--- src/rtl/port_hdr_pkg.sv ---
package port_hdr_pkg;

  typedef enum logic [1:0] {
    SEL_CAP  = 2'd0,
    SEL_CTRL = 2'd1,
    SEL_STS  = 2'd2,
    SEL_ERR  = 2'd3
  } regSel_e;

  // Strobes from control decode to the datapath, valid for one cycle.
  typedef struct packed {
    logic    wrCtrl;
    logic    clrSts;
    logic    clrErr;
    logic    rdEn;
    regSel_e rdSel;
    logic    blockRd;
    logic    blockAny;
  } hdrStrobe_t;

  localparam int CTRL_RST_BIT = 0;
  localparam int CTRL_LTR_BIT = 1;
  localparam int CTRL_ACK_BIT = 2;
  localparam int STS_PWR_LSB  = 8;

endpackage

--- src/rtl/port_hdr_ctrl.sv ---
module port_hdr_ctrl
  import port_hdr_pkg::*;
#(
  parameter int MMIO_AW = 16,
  parameter int DATA_W  = 64
) (
  input  logic               regWrEn,
  input  logic               regRdEn,
  input  logic [1:0]         regAddr,
  input  logic               hostMmioReq,
  input  logic               hostMmioWr,
  input  logic [MMIO_AW-1:0] hostMmioAddr,
  input  logic [DATA_W-1:0]  hostMmioWrData,
  input  logic               softRst,
  output logic               accMmioReq,
  output logic               accMmioWr,
  output logic [MMIO_AW-1:0] accMmioAddr,
  output logic [DATA_W-1:0]  accMmioWrData,
  output hdrStrobe_t         strobe
);

  regSel_e sel;
  assign sel = regSel_e'(regAddr);

  // Register-side decode.
  always_comb begin
    strobe          = '0;
    strobe.rdEn     = regRdEn;
    strobe.rdSel    = sel;
    strobe.wrCtrl   = regWrEn && (sel == SEL_CTRL);
    strobe.clrSts   = regWrEn && (sel == SEL_STS);
    strobe.clrErr   = regWrEn && (sel == SEL_ERR);
    strobe.blockAny = hostMmioReq && softRst;
    strobe.blockRd  = hostMmioReq && softRst && !hostMmioWr;
  end

  // Accelerator MMIO gate: nothing passes while the port is in reset.
  assign accMmioReq    = hostMmioReq && !softRst;
  assign accMmioWr     = hostMmioWr;
  assign accMmioAddr   = hostMmioAddr;
  assign accMmioWrData = hostMmioWrData;

endmodule

--- src/rtl/port_hdr_dp.sv ---
module port_hdr_dp
  import port_hdr_pkg::*;
#(
  parameter int DATA_W    = 64,
  parameter int PORT_ID   = 3,
  parameter int MIN_PULSE = 16,
  parameter int MAX_OUTS  = 15,
  parameter int PWR_W     = 2
) (
  input  logic              clk,
  input  logic              rstN,
  input  hdrStrobe_t        strobe,
  input  logic [DATA_W-1:0] regWrData,
  output logic              regRdValid,
  output logic [DATA_W-1:0] regRdData,
  input  logic              accRspValid,
  input  logic [DATA_W-1:0] accRspData,
  output logic              hostRspValid,
  output logic [DATA_W-1:0] hostRspData,
  input  logic              accReqIssue,
  output logic              accReqGrant,
  input  logic              accReqDone,
  input  logic              evtA,
  input  logic              evtB,
  input  logic [PWR_W-1:0]  pwrState,
  output logic              softRst,
  output logic              ltrEn
);

  localparam int CNT_W = $clog2(MAX_OUTS + 1);
  localparam int TMR_W = $clog2(MIN_PULSE + 1);
  localparam logic [CNT_W-1:0] CNT_MAX = CNT_W'(MAX_OUTS);
  localparam logic [TMR_W-1:0] TMR_MAX = TMR_W'(MIN_PULSE);

  logic [CNT_W-1:0] openCnt;
  logic [TMR_W-1:0] pulseTmr;
  logic [1:0]       evtBits;
  logic             errBit;
  logic             ack;
  logic             cntInc;
  logic             cntDec;
  logic             unusedWd;

  assign unusedWd = ^regWrData[DATA_W-1:3];

  // Control register fields.
  always_ff @(posedge clk or negedge rstN) begin
    if (!rstN) begin
      softRst <= 1'b1;
      ltrEn   <= 1'b0;
    end else if (strobe.wrCtrl) begin
      softRst <= regWrData[CTRL_RST_BIT];
      ltrEn   <= regWrData[CTRL_LTR_BIT];
    end
  end

  // Minimum pulse timer: held at zero while out of reset, so it restarts on each rise.
  always_ff @(posedge clk or negedge rstN) begin
    if (!rstN)                  pulseTmr <= '0;
    else if (!softRst)          pulseTmr <= '0;
    else if (pulseTmr != TMR_MAX) pulseTmr <= pulseTmr + 1'b1;
  end

  // Outstanding request tracking.
  assign accReqGrant = accReqIssue && !softRst && (openCnt != CNT_MAX);
  assign cntInc      = accReqGrant;
  assign cntDec      = accReqDone && (openCnt != '0);

  always_ff @(posedge clk or negedge rstN) begin
    if (!rstN)                openCnt <= '0;
    else if (cntInc && !cntDec) openCnt <= openCnt + 1'b1;
    else if (cntDec && !cntInc) openCnt <= openCnt - 1'b1;
  end

  assign ack = softRst && (pulseTmr == TMR_MAX) && (openCnt == '0);

  // Sticky events and blocked-access error; a set in the same cycle beats a clear.
  always_ff @(posedge clk or negedge rstN) begin
    if (!rstN) begin
      evtBits <= '0;
      errBit  <= 1'b0;
    end else begin
      evtBits[0] <= evtA | (evtBits[0] & ~(strobe.clrSts & regWrData[0]));
      evtBits[1] <= evtB | (evtBits[1] & ~(strobe.clrSts & regWrData[1]));
      errBit     <= strobe.blockAny | (errBit & ~(strobe.clrErr & regWrData[0]));
    end
  end

  // Register read port.
  logic [DATA_W-1:0] rdMux;
  always_comb begin
    rdMux = '0;
    case (strobe.rdSel)
      SEL_CAP:  rdMux[7:0] = 8'(PORT_ID);
      SEL_CTRL: begin
        rdMux[CTRL_RST_BIT] = softRst;
        rdMux[CTRL_LTR_BIT] = ltrEn;
        rdMux[CTRL_ACK_BIT] = ack;
      end
      SEL_STS: begin
        rdMux[1:0] = evtBits;
        rdMux[STS_PWR_LSB +: PWR_W] = pwrState;
      end
      default:  rdMux[0] = errBit;
    endcase
  end

  always_ff @(posedge clk or negedge rstN) begin
    if (!rstN) begin
      regRdValid <= 1'b0;
      regRdData  <= '0;
    end else begin
      regRdValid <= strobe.rdEn;
      if (strobe.rdEn) regRdData <= rdMux;
    end
  end

  // Host response: accelerator data, or all ones for a blocked read.
  always_ff @(posedge clk or negedge rstN) begin
    if (!rstN) begin
      hostRspValid <= 1'b0;
      hostRspData  <= '0;
    end else begin
      hostRspValid <= accRspValid | strobe.blockRd;
      hostRspData  <= strobe.blockRd ? '1 : accRspData;
    end
  end

  // Acknowledge cannot appear in the first cycle after the reset bit rises.
  p_ack_restart_r2: assert property (@(posedge clk) disable iff (!rstN)
    $rose(softRst) |-> !ack);

  // Once acknowledged, it holds until software rewrites the control register.
  p_ack_hold_r2: assert property (@(posedge clk) disable iff (!rstN)
    (ack && !strobe.wrCtrl) |=> ack);

  // The open count never grows while the port is held in reset.
  p_no_growth_r4: assert property (@(posedge clk) disable iff (!rstN)
    softRst |=> (openCnt <= $past(openCnt)));

  // A blocked read completes with all ones on the next cycle.
  p_blocked_rsp_r5: assert property (@(posedge clk) disable iff (!rstN)
    (strobe.blockRd && !accRspValid) |=> (hostRspValid && (hostRspData == '1)));

  // The error bit is sticky unless a clear is written.
  p_err_sticky_r6: assert property (@(posedge clk) disable iff (!rstN)
    (errBit && !strobe.clrErr) |=> errBit);

  // An event pulse is always captured.
  p_evt_set_r7: assert property (@(posedge clk) disable iff (!rstN)
    evtA |=> evtBits[0]);

endmodule

--- src/rtl/port_hdr_top.sv ---
module port_hdr_top
  import port_hdr_pkg::*;
#(
  parameter int MMIO_AW   = 16,
  parameter int PORT_ID   = 3,
  parameter int MIN_PULSE = 16,
  parameter int MAX_OUTS  = 15,
  parameter int PWR_W     = 2
) (
  input  logic               clk,
  input  logic               rstN,
  input  logic               regWrEn,
  input  logic               regRdEn,
  input  logic [1:0]         regAddr,
  input  logic [63:0]        regWrData,
  output logic               regRdValid,
  output logic [63:0]        regRdData,
  input  logic               hostMmioReq,
  input  logic               hostMmioWr,
  input  logic [MMIO_AW-1:0] hostMmioAddr,
  input  logic [63:0]        hostMmioWrData,
  output logic               hostRspValid,
  output logic [63:0]        hostRspData,
  output logic               accMmioReq,
  output logic               accMmioWr,
  output logic [MMIO_AW-1:0] accMmioAddr,
  output logic [63:0]        accMmioWrData,
  input  logic               accRspValid,
  input  logic [63:0]        accRspData,
  input  logic               accReqIssue,
  output logic               accReqGrant,
  input  logic               accReqDone,
  output logic               accSoftReset,
  output logic               ltrEn,
  input  logic               evtA,
  input  logic               evtB,
  input  logic [PWR_W-1:0]   pwrState
);

  localparam int DATA_W = 64;

  hdrStrobe_t strobe;
  logic       softRst;

  port_hdr_ctrl #(.MMIO_AW(MMIO_AW), .DATA_W(DATA_W)) uCtrl (
    .regWrEn        (regWrEn),
    .regRdEn        (regRdEn),
    .regAddr        (regAddr),
    .hostMmioReq    (hostMmioReq),
    .hostMmioWr     (hostMmioWr),
    .hostMmioAddr   (hostMmioAddr),
    .hostMmioWrData (hostMmioWrData),
    .softRst        (softRst),
    .accMmioReq     (accMmioReq),
    .accMmioWr      (accMmioWr),
    .accMmioAddr    (accMmioAddr),
    .accMmioWrData  (accMmioWrData),
    .strobe         (strobe)
  );

  port_hdr_dp #(
    .DATA_W(DATA_W), .PORT_ID(PORT_ID), .MIN_PULSE(MIN_PULSE),
    .MAX_OUTS(MAX_OUTS), .PWR_W(PWR_W)
  ) uDp (
    .clk          (clk),
    .rstN         (rstN),
    .strobe       (strobe),
    .regWrData    (regWrData),
    .regRdValid   (regRdValid),
    .regRdData    (regRdData),
    .accRspValid  (accRspValid),
    .accRspData   (accRspData),
    .hostRspValid (hostRspValid),
    .hostRspData  (hostRspData),
    .accReqIssue  (accReqIssue),
    .accReqGrant  (accReqGrant),
    .accReqDone   (accReqDone),
    .evtA         (evtA),
    .evtB         (evtB),
    .pwrState     (pwrState),
    .softRst      (softRst),
    .ltrEn        (ltrEn)
  );

  assign accSoftReset = softRst;

endmodule

--- config.mk ---
export PLATFORM = sky130hd
export DESIGN_NAME = port_hdr_top
export DESIGN_NICKNAME = d
export VERILOG_FILES = /design/src/rtl/port_hdr_pkg.sv /design/src/rtl/port_hdr_ctrl.sv /design/src/rtl/port_hdr_dp.sv /design/src/rtl/port_hdr_top.sv
export SDC_FILE = /design/constraint.sdc
export NUM_CORES = 1
export LEC_CHECK = 0
export BUFFER_PORTS_ARGS = -buffer_cell sky130_fd_sc_hd__buf_2
export CELL_PAD_IN_SITES_DETAIL_PLACEMENT = 2
export CELL_PAD_IN_SITES_GLOBAL_PLACEMENT = 2
export CORE_AREA = 2 2 170 172
export DETAILED_ROUTE_END_ITERATION = 10
export DIE_AREA = 0 0 172 174
export PLACE_DENSITY = 0.67
export RECOVER_POWER = 50
export SETUP_SLACK_MARGIN = 0.3
export SYNTH_ARGS = -nofsm -noshare
export SYNTH_HDL_FRONTEND = slang
export SYNTH_SLANG_ARGS = --single-unit
--- constraint.sdc ---
create_clock -name clk -period 3.3 [get_ports clk]
set_clock_uncertainty 0.05 [all_clocks]
set_input_delay 0.165 -clock clk [delete_from_list [all_inputs] [get_ports clk]]
set_output_delay 0.165 -clock clk [all_outputs]
set_load 0.005 [all_outputs]
### Word-level counts from Yosys, hierarchy flattened

Cells that the tools add are included.

| storage, ports and cells | value |
|---|---|
| flip-flop bits (word level) | 85 |
| latch bits | 0 |
| RAM bits | 0 |
| bits in read-only memories | 0 |
| input port bits | 223 |
| output and inout port bits | 215 |
| word-level logic and storage cells | 63 |
| memories | 0 |

| cells by class | value |
|---|---|
| $add $sub $neg | 3 |
| $mul | 0 |
| divide/modulo/power cells | 0 |
| order comparisons | 0 |
| eq/ne operators | 7 |
| shift operators | 0 |
| muxes and demuxes | 9 |
| bitwise gates (word level) | 13 |
| reductions and logical operators | 21 |

Operators with widths:

| cell | count |
|---|---|
| 64-bit two-way mux | 1 |
| 1-bit logical AND | 13 |
| 5-bit two-way mux | 2 |
| 4-bit two-way mux | 2 |
| 1-bit AND | 6 |
| 1-bit one-hot mux with 3 select lines | 2 |
| 5-bit by 1-bit adder with 5-bit output (second input constant) | 1 |
| 5-bit == test (second input constant) | 1 |
| 5-bit != test (second input constant) | 1 |
| 4-bit by 1-bit adder with 4-bit output (second input constant) | 1 |
| 2-bit == test (second input constant) | 2 |
| 1-bit zero test | 4 |
| 4-bit zero test | 1 |
| 4-bit != test (second input constant) | 1 |
| 1-bit bitwise OR | 4 |
| 4-bit nonzero test | 1 |
| 4-bit by 1-bit subtractor with 4-bit output (second input constant) | 1 |
| 1-bit inverter | 3 |
| 2-bit by 1-bit == test with 1-bit output (second input constant) | 1 |
| 2-bit zero test | 1 |
| 2-bit two-way mux | 1 |
| 2-bit != test (second input constant) | 1 |
| 2-bit nonzero test | 1 |
| 1-bit two-way mux | 1 |

### Longest topological paths before layout

| depth | value |
|---|---|
| word-level depth | 7 |
| mapped depth | 8 |
| mapped depth without buffers | 8 |

### Cells and area by module

From an unflattened synthesis, not the netlist that was laid out.

| unflattened totals | value |
|---|---|
| cells, all modules | 381 |
| area, all modules | 4227.8 µm² |

Modules (own cells, without submodules):

| module | instances | cells each | area an instance (µm²) | seq. area each (µm²) |
|---|---|---|---|---|
| port_hdr_dp | 1 | 291 | 3552.2 | 2128.3 |
| port_hdr_ctrl | 1 | 90 | 675.6 | 0.0 |

### Worst setup path after synthesis

OpenSTA, ideal clock, no wires.

| timing | value |
|---|---|
| path type | reg2reg |
| start point | register uDp.softRst |
| end point | register uDp.openCnt[3] |
| setup time | 129 ps |
| data arrival time | 2288 ps |
| required time | 3121 ps |
| setup slack | 833 ps |
| stages on the path, launching flop included | 9 |
| path buffers | 1 |
| clock period less this slack | 2467 ps |
| cell sequence | dfstp_2 > clkbuf_1 > and3b_1 > ha_1 > inv_1 > ha_1 > or4_4 > o211ai_2 > o211ai_2 |

| between the ends | value |
|---|---|
| word-level cells in the longest chain between the ends | 6 |
| elaborated cells on any way between the ends | 8 |
| those cells by class | mux: 1; reduce/logical: 7 |

Ends and longest elaborated chain:

| element | RTL line | source |
|---|---|---|
| from (decl) | port_hdr_dp.sv:26 | `output logic softRst,` |
| from (signal assigned) | port_hdr_dp.sv:52 | `softRst <= regWrData[CTRL_RST_BIT];` |
| 1-bit zero test (*) | n/a |  |
| 1-bit logical AND (*) (2 in series) | port_hdr_dp.sv:65 | `assign accReqGrant = accReqIssue && !softRst && (openCnt != CNT_MAX);` |
| via accReqGrant | port_hdr_top.sv:31 | `output logic accReqGrant,` |
| 1-bit zero test | port_hdr_dp.sv:72 | `else if (cntDec && !cntInc) openCnt <= openCnt - 1'b1;` |
| 1-bit logical AND | port_hdr_dp.sv:72 |  |
| 2-bit nonzero test (no line) | n/a |  |
| to (signal assigned) | port_hdr_dp.sv:71 | `else if (cntInc && !cntDec) openCnt <= openCnt + 1'b1;` |
| to (signal assigned) | port_hdr_dp.sv:72 |  |
| to (decl) | port_hdr_dp.sv:35 | `logic [CNT_W-1:0] openCnt;` |

Mark *: on every way through the listed nets, which the timed path passes. The rest lies on a longest branch.
A chain may end at the register's enable or synchronous reset.

### Worst setup path after layout

| timing | value |
|---|---|
| start point | register uDp.openCnt[3] |
| end point | register uDp.openCnt[3] |

| between the ends | value |
|---|---|
| word-level cells in the longest chain between the ends | 5 |
| elaborated cells on any way between the ends | 13 |
| those cells by class | add/sub: 2; eq/ne: 1; mux: 2; reduce/logical: 8 |

Ends and longest elaborated chain:

| element |
|---|
| branches (longest 5 deep; another with 4-bit by 1-bit subtractor with 4-bit output) |

Parallel ways; which one is timed is not known. The select of a mux whose other input is x is not followed.

==> run_results.csv <==
group,metric,value,unit
route,drtIter0Drc,46,
sta,drv_slew,62,
sta,final.period_utilization,0.825,
layout,seq_area,2130,sq um
route,drc_errors,0,
floorplan,row_count,62,
clock_network,cts_tree,"yes",
worst_setup_path,crit_slowest_cell,"or4_4",
sta,hold_violations,0,
floorplan,die-area,29900,sq um
synth,synth_top_area_cell,"dfrtp_1",
synth,synth_top_area_share,0.500,
placed_design,gp_congestion,0.629,
layout,multi_input_comb_area,1160,sq um
clock_network,cts_root_buf,"clkbuf_16",
grt,grt-ovfl-total,0,
outcome,outcome,"finished, violations left",
sta,worst-slew-pin-transition,1630,ps
layout,fillCellCount,3281,
worst_setup_path,crit_fanout,6,
clock_network,hold_buffers,71,
synth,ys_seq_elements,85,
sta,rsz0062_at_grt,"no",
placed_design,io_buffers,156,
worst_setup_path,critPathLaunchType,"register",
sta,finalSetupViolCount,0,
layout,syn2layout_area_growth,33.1,%
floorplan,initial_core_util,0.149,
worst_setup_path,cp-startpoint,"uDp.openCnt[3]",
layout,fin_util,0.198,
clock_network,clock_latency,350,ps
clock_network,cts_htree_levels,3,
hold_path,hp-start,"regWrData[1]",
sta,fmax,368,MHz
sta,min_period,2720,ps
worst_setup_path,timing.rr.start,"uDp.openCnt[3]",
floorplan,chipHeight,174,um
route,viasPerCell,3.12,
clock_network,clockBufferDepth,2,
floorplan,coreArea,28200,sq um
layout,instances_no_fill,919,
grt,grt_pass1_vias,3248,
synth,synth_area_leaders,"dfrtp_1 50%, buf_4 25%, nand2b_1 10%",
layout,num-nets-final,756,
worst_setup_path,crit_family,"simple AND/OR/NAND/NOR gates",
synth,synth_cell_types,37,
layout,finalInstanceArea,5590,sq um
synth,synthCells,377,
clock_network,cts.clk_slew.worst_paths,60,ps
placed_design,dp_hpwl,8530,um
synth,ys_seq_area_frac,0.507,
synth,synthFlopType,"dfrtp_1",
sta,setup_tns,0,ps
worst_setup_path,crit_type,"reg2reg",
synth,netlist_area,4200,sq um
clock_network,numCtsBuffers,9,
worst_setup_path,cp-end-kind,"register",
route,antenna_left,0,
grt,antenna_found_initial,3,
sta,maxSlewHeadroom,-0.0897,
route,wl_per_cell,13.5,um
clock_network,cts_sinks,85,
worst_setup_path,slowest_delay,500,ps
clock_network,cts_resized,0,
floorplan,die_w,172,um
pwr,p_per_area,535,nW/um^2
job,max_cap_violations,1,
worst_setup_path,crit_chain,"nor4_1 -> nand2b_1 -> ha_1 -> inv_1 -> ha_1 -> or4_4 -> o211ai_2 -> o211ai_2",
route,drtPass1Iterations,4,
grt,grt.total_usage,0.0832,
synth,synth_most_common_cell,"buf_4",
synth,ys_top_cells_by_count,"141 x buf_4, 84 x dfrtp_1, 67 x nand2b_1",
pwr,p_leak,2.53,nW
synth,synthArstFlopShare,1.00,
synth,yosysWarningCount,0,
grt,grt_pass1_wl,18700,um
pwr,vdd_drop_max,0.234,mV
synth,synth-edff-count,0,
synth,synth.avg_cell_area,11.1,sq um
route,vias,2863,
layout,drive_gt1_frac,0.226,
route,wl,12400,um
worst_setup_path,arrival,2890,ps
worst_setup_path,crit_required,3470,ps
grt,grt_max_degree,66,
placed_design,postPlaceCellArea,4610,sq um
placed_design,place_inst,829,
clock_network,postCtsSetupRepairBufs,0,
worst_setup_path,critPathBufInv,1,
hold_path,hold_class,"in2reg",
outcome,violations,"max-capacitance violations, max-slew violations",
floorplan,io_pins,438,
-- registers in the layout, indices dropped and copies added (netlist names) --
register / count
uDp.softRst: 1
uDp.evtBits: 2
uDp.regRdValid: 1
uDp.ltrEn: 1
uDp.hostRspData: 64
uDp.errBit: 1
uDp.hostRspValid: 1
uDp.pulseTmr: 5
uDp.openCnt: 4
uDp.regRdData: 5
-- metal layers --
layer | wire, um | part of all wire | vias up | track usage
li1 | - | - | 1284 | -
met1 | 4540 | 0.37 | 1388 | 0.0850
met2 | 6260 | 0.50 | 150 | 0.142
met3 | 1160 | 0.093 | 41 | 0.0326
met4 | 445 | 0.036 | 0 | 0.0511
met5 | 0 | 0 | - | 0
-- power by group --
group | total [mW] | switching, mW | internal, mW
registers | 1.23 | 0.0813 | 1.15
clock network | 1.19 | 0.451 | 0.741
logic | 0.565 | 0.286 | 0.279
-- worst register-to-register path: cells and delay by family (launching register included) --
kind                       cells  cell delay [ps]
AOI/OAI and AO/OA              2              180
adders and majority gates      2              640
buffers and inverters          1              150
DFF                            1              440
and+or+nand+nor                3             1140
-- logic make-up after synthesis --
kind of cell	count (synthesis)	share of synthesized area
xor+xnor	6	0.0125
other cells	1	0.000893
simple gates	100	0.147
mux	8	0.0206
compound gates	14	0.0247
fa+ha+maj	6	0.0197
flops	85	0.507
buf+inv	157	0.268
-- worst paths after layout --
check,endpoint,slack [ps],depth (start not counted)
worst max-delay path,uDp.openCnt[3],580,8
worst min-delay path,uDp.ltrEn,20,2
worst max register to register,uDp.openCnt[3],580,8
worst min register to register,uDp.evtBits[1],440,1
max in group asynchronous,uDp.hostRspData[60],1470,3
min in group asynchronous,uDp.hostRspData[24],720,2
-- layout by cell type, fill, tap and decap left out, types with 4 or more instances in the layout --
cell type	synthesis	routed
buf_2	7	96
dfrtp_1	84	84
dlygate4sd3_1	0	71
nand2b_1	67	67
clkbuf_1	2	61
conb_1	1	59
nand3_1	9	9
clkbuf_16	0	9
inv_1	7	7
xnor2_1	5	5
nand2_1	5	5
ha_1	5	5
nor2b_1	4	4
-- metrics by stage --
step                power (mW)  setup slack [ps]  hold WS (ps)
floorplan                 1.66               833          -181
global placement          1.76               590           280
detailed placement        1.78               577           280
CTS                       3.08               557          3.86
global route              3.18               385          18.9
finish                    2.99               579          15.5
-- layout make-up --
class	count	area share
repair buffers	231	0.258
clock inverters	6	0.0199
well taps	384	0.0860
flip-flops and latches	85	0.381
multi-input cells	193	0.208
inverters	7	0.00470
clock buffers	10	0.0410
diodes	3	0.00134
(Power assumes the default switching activity.)
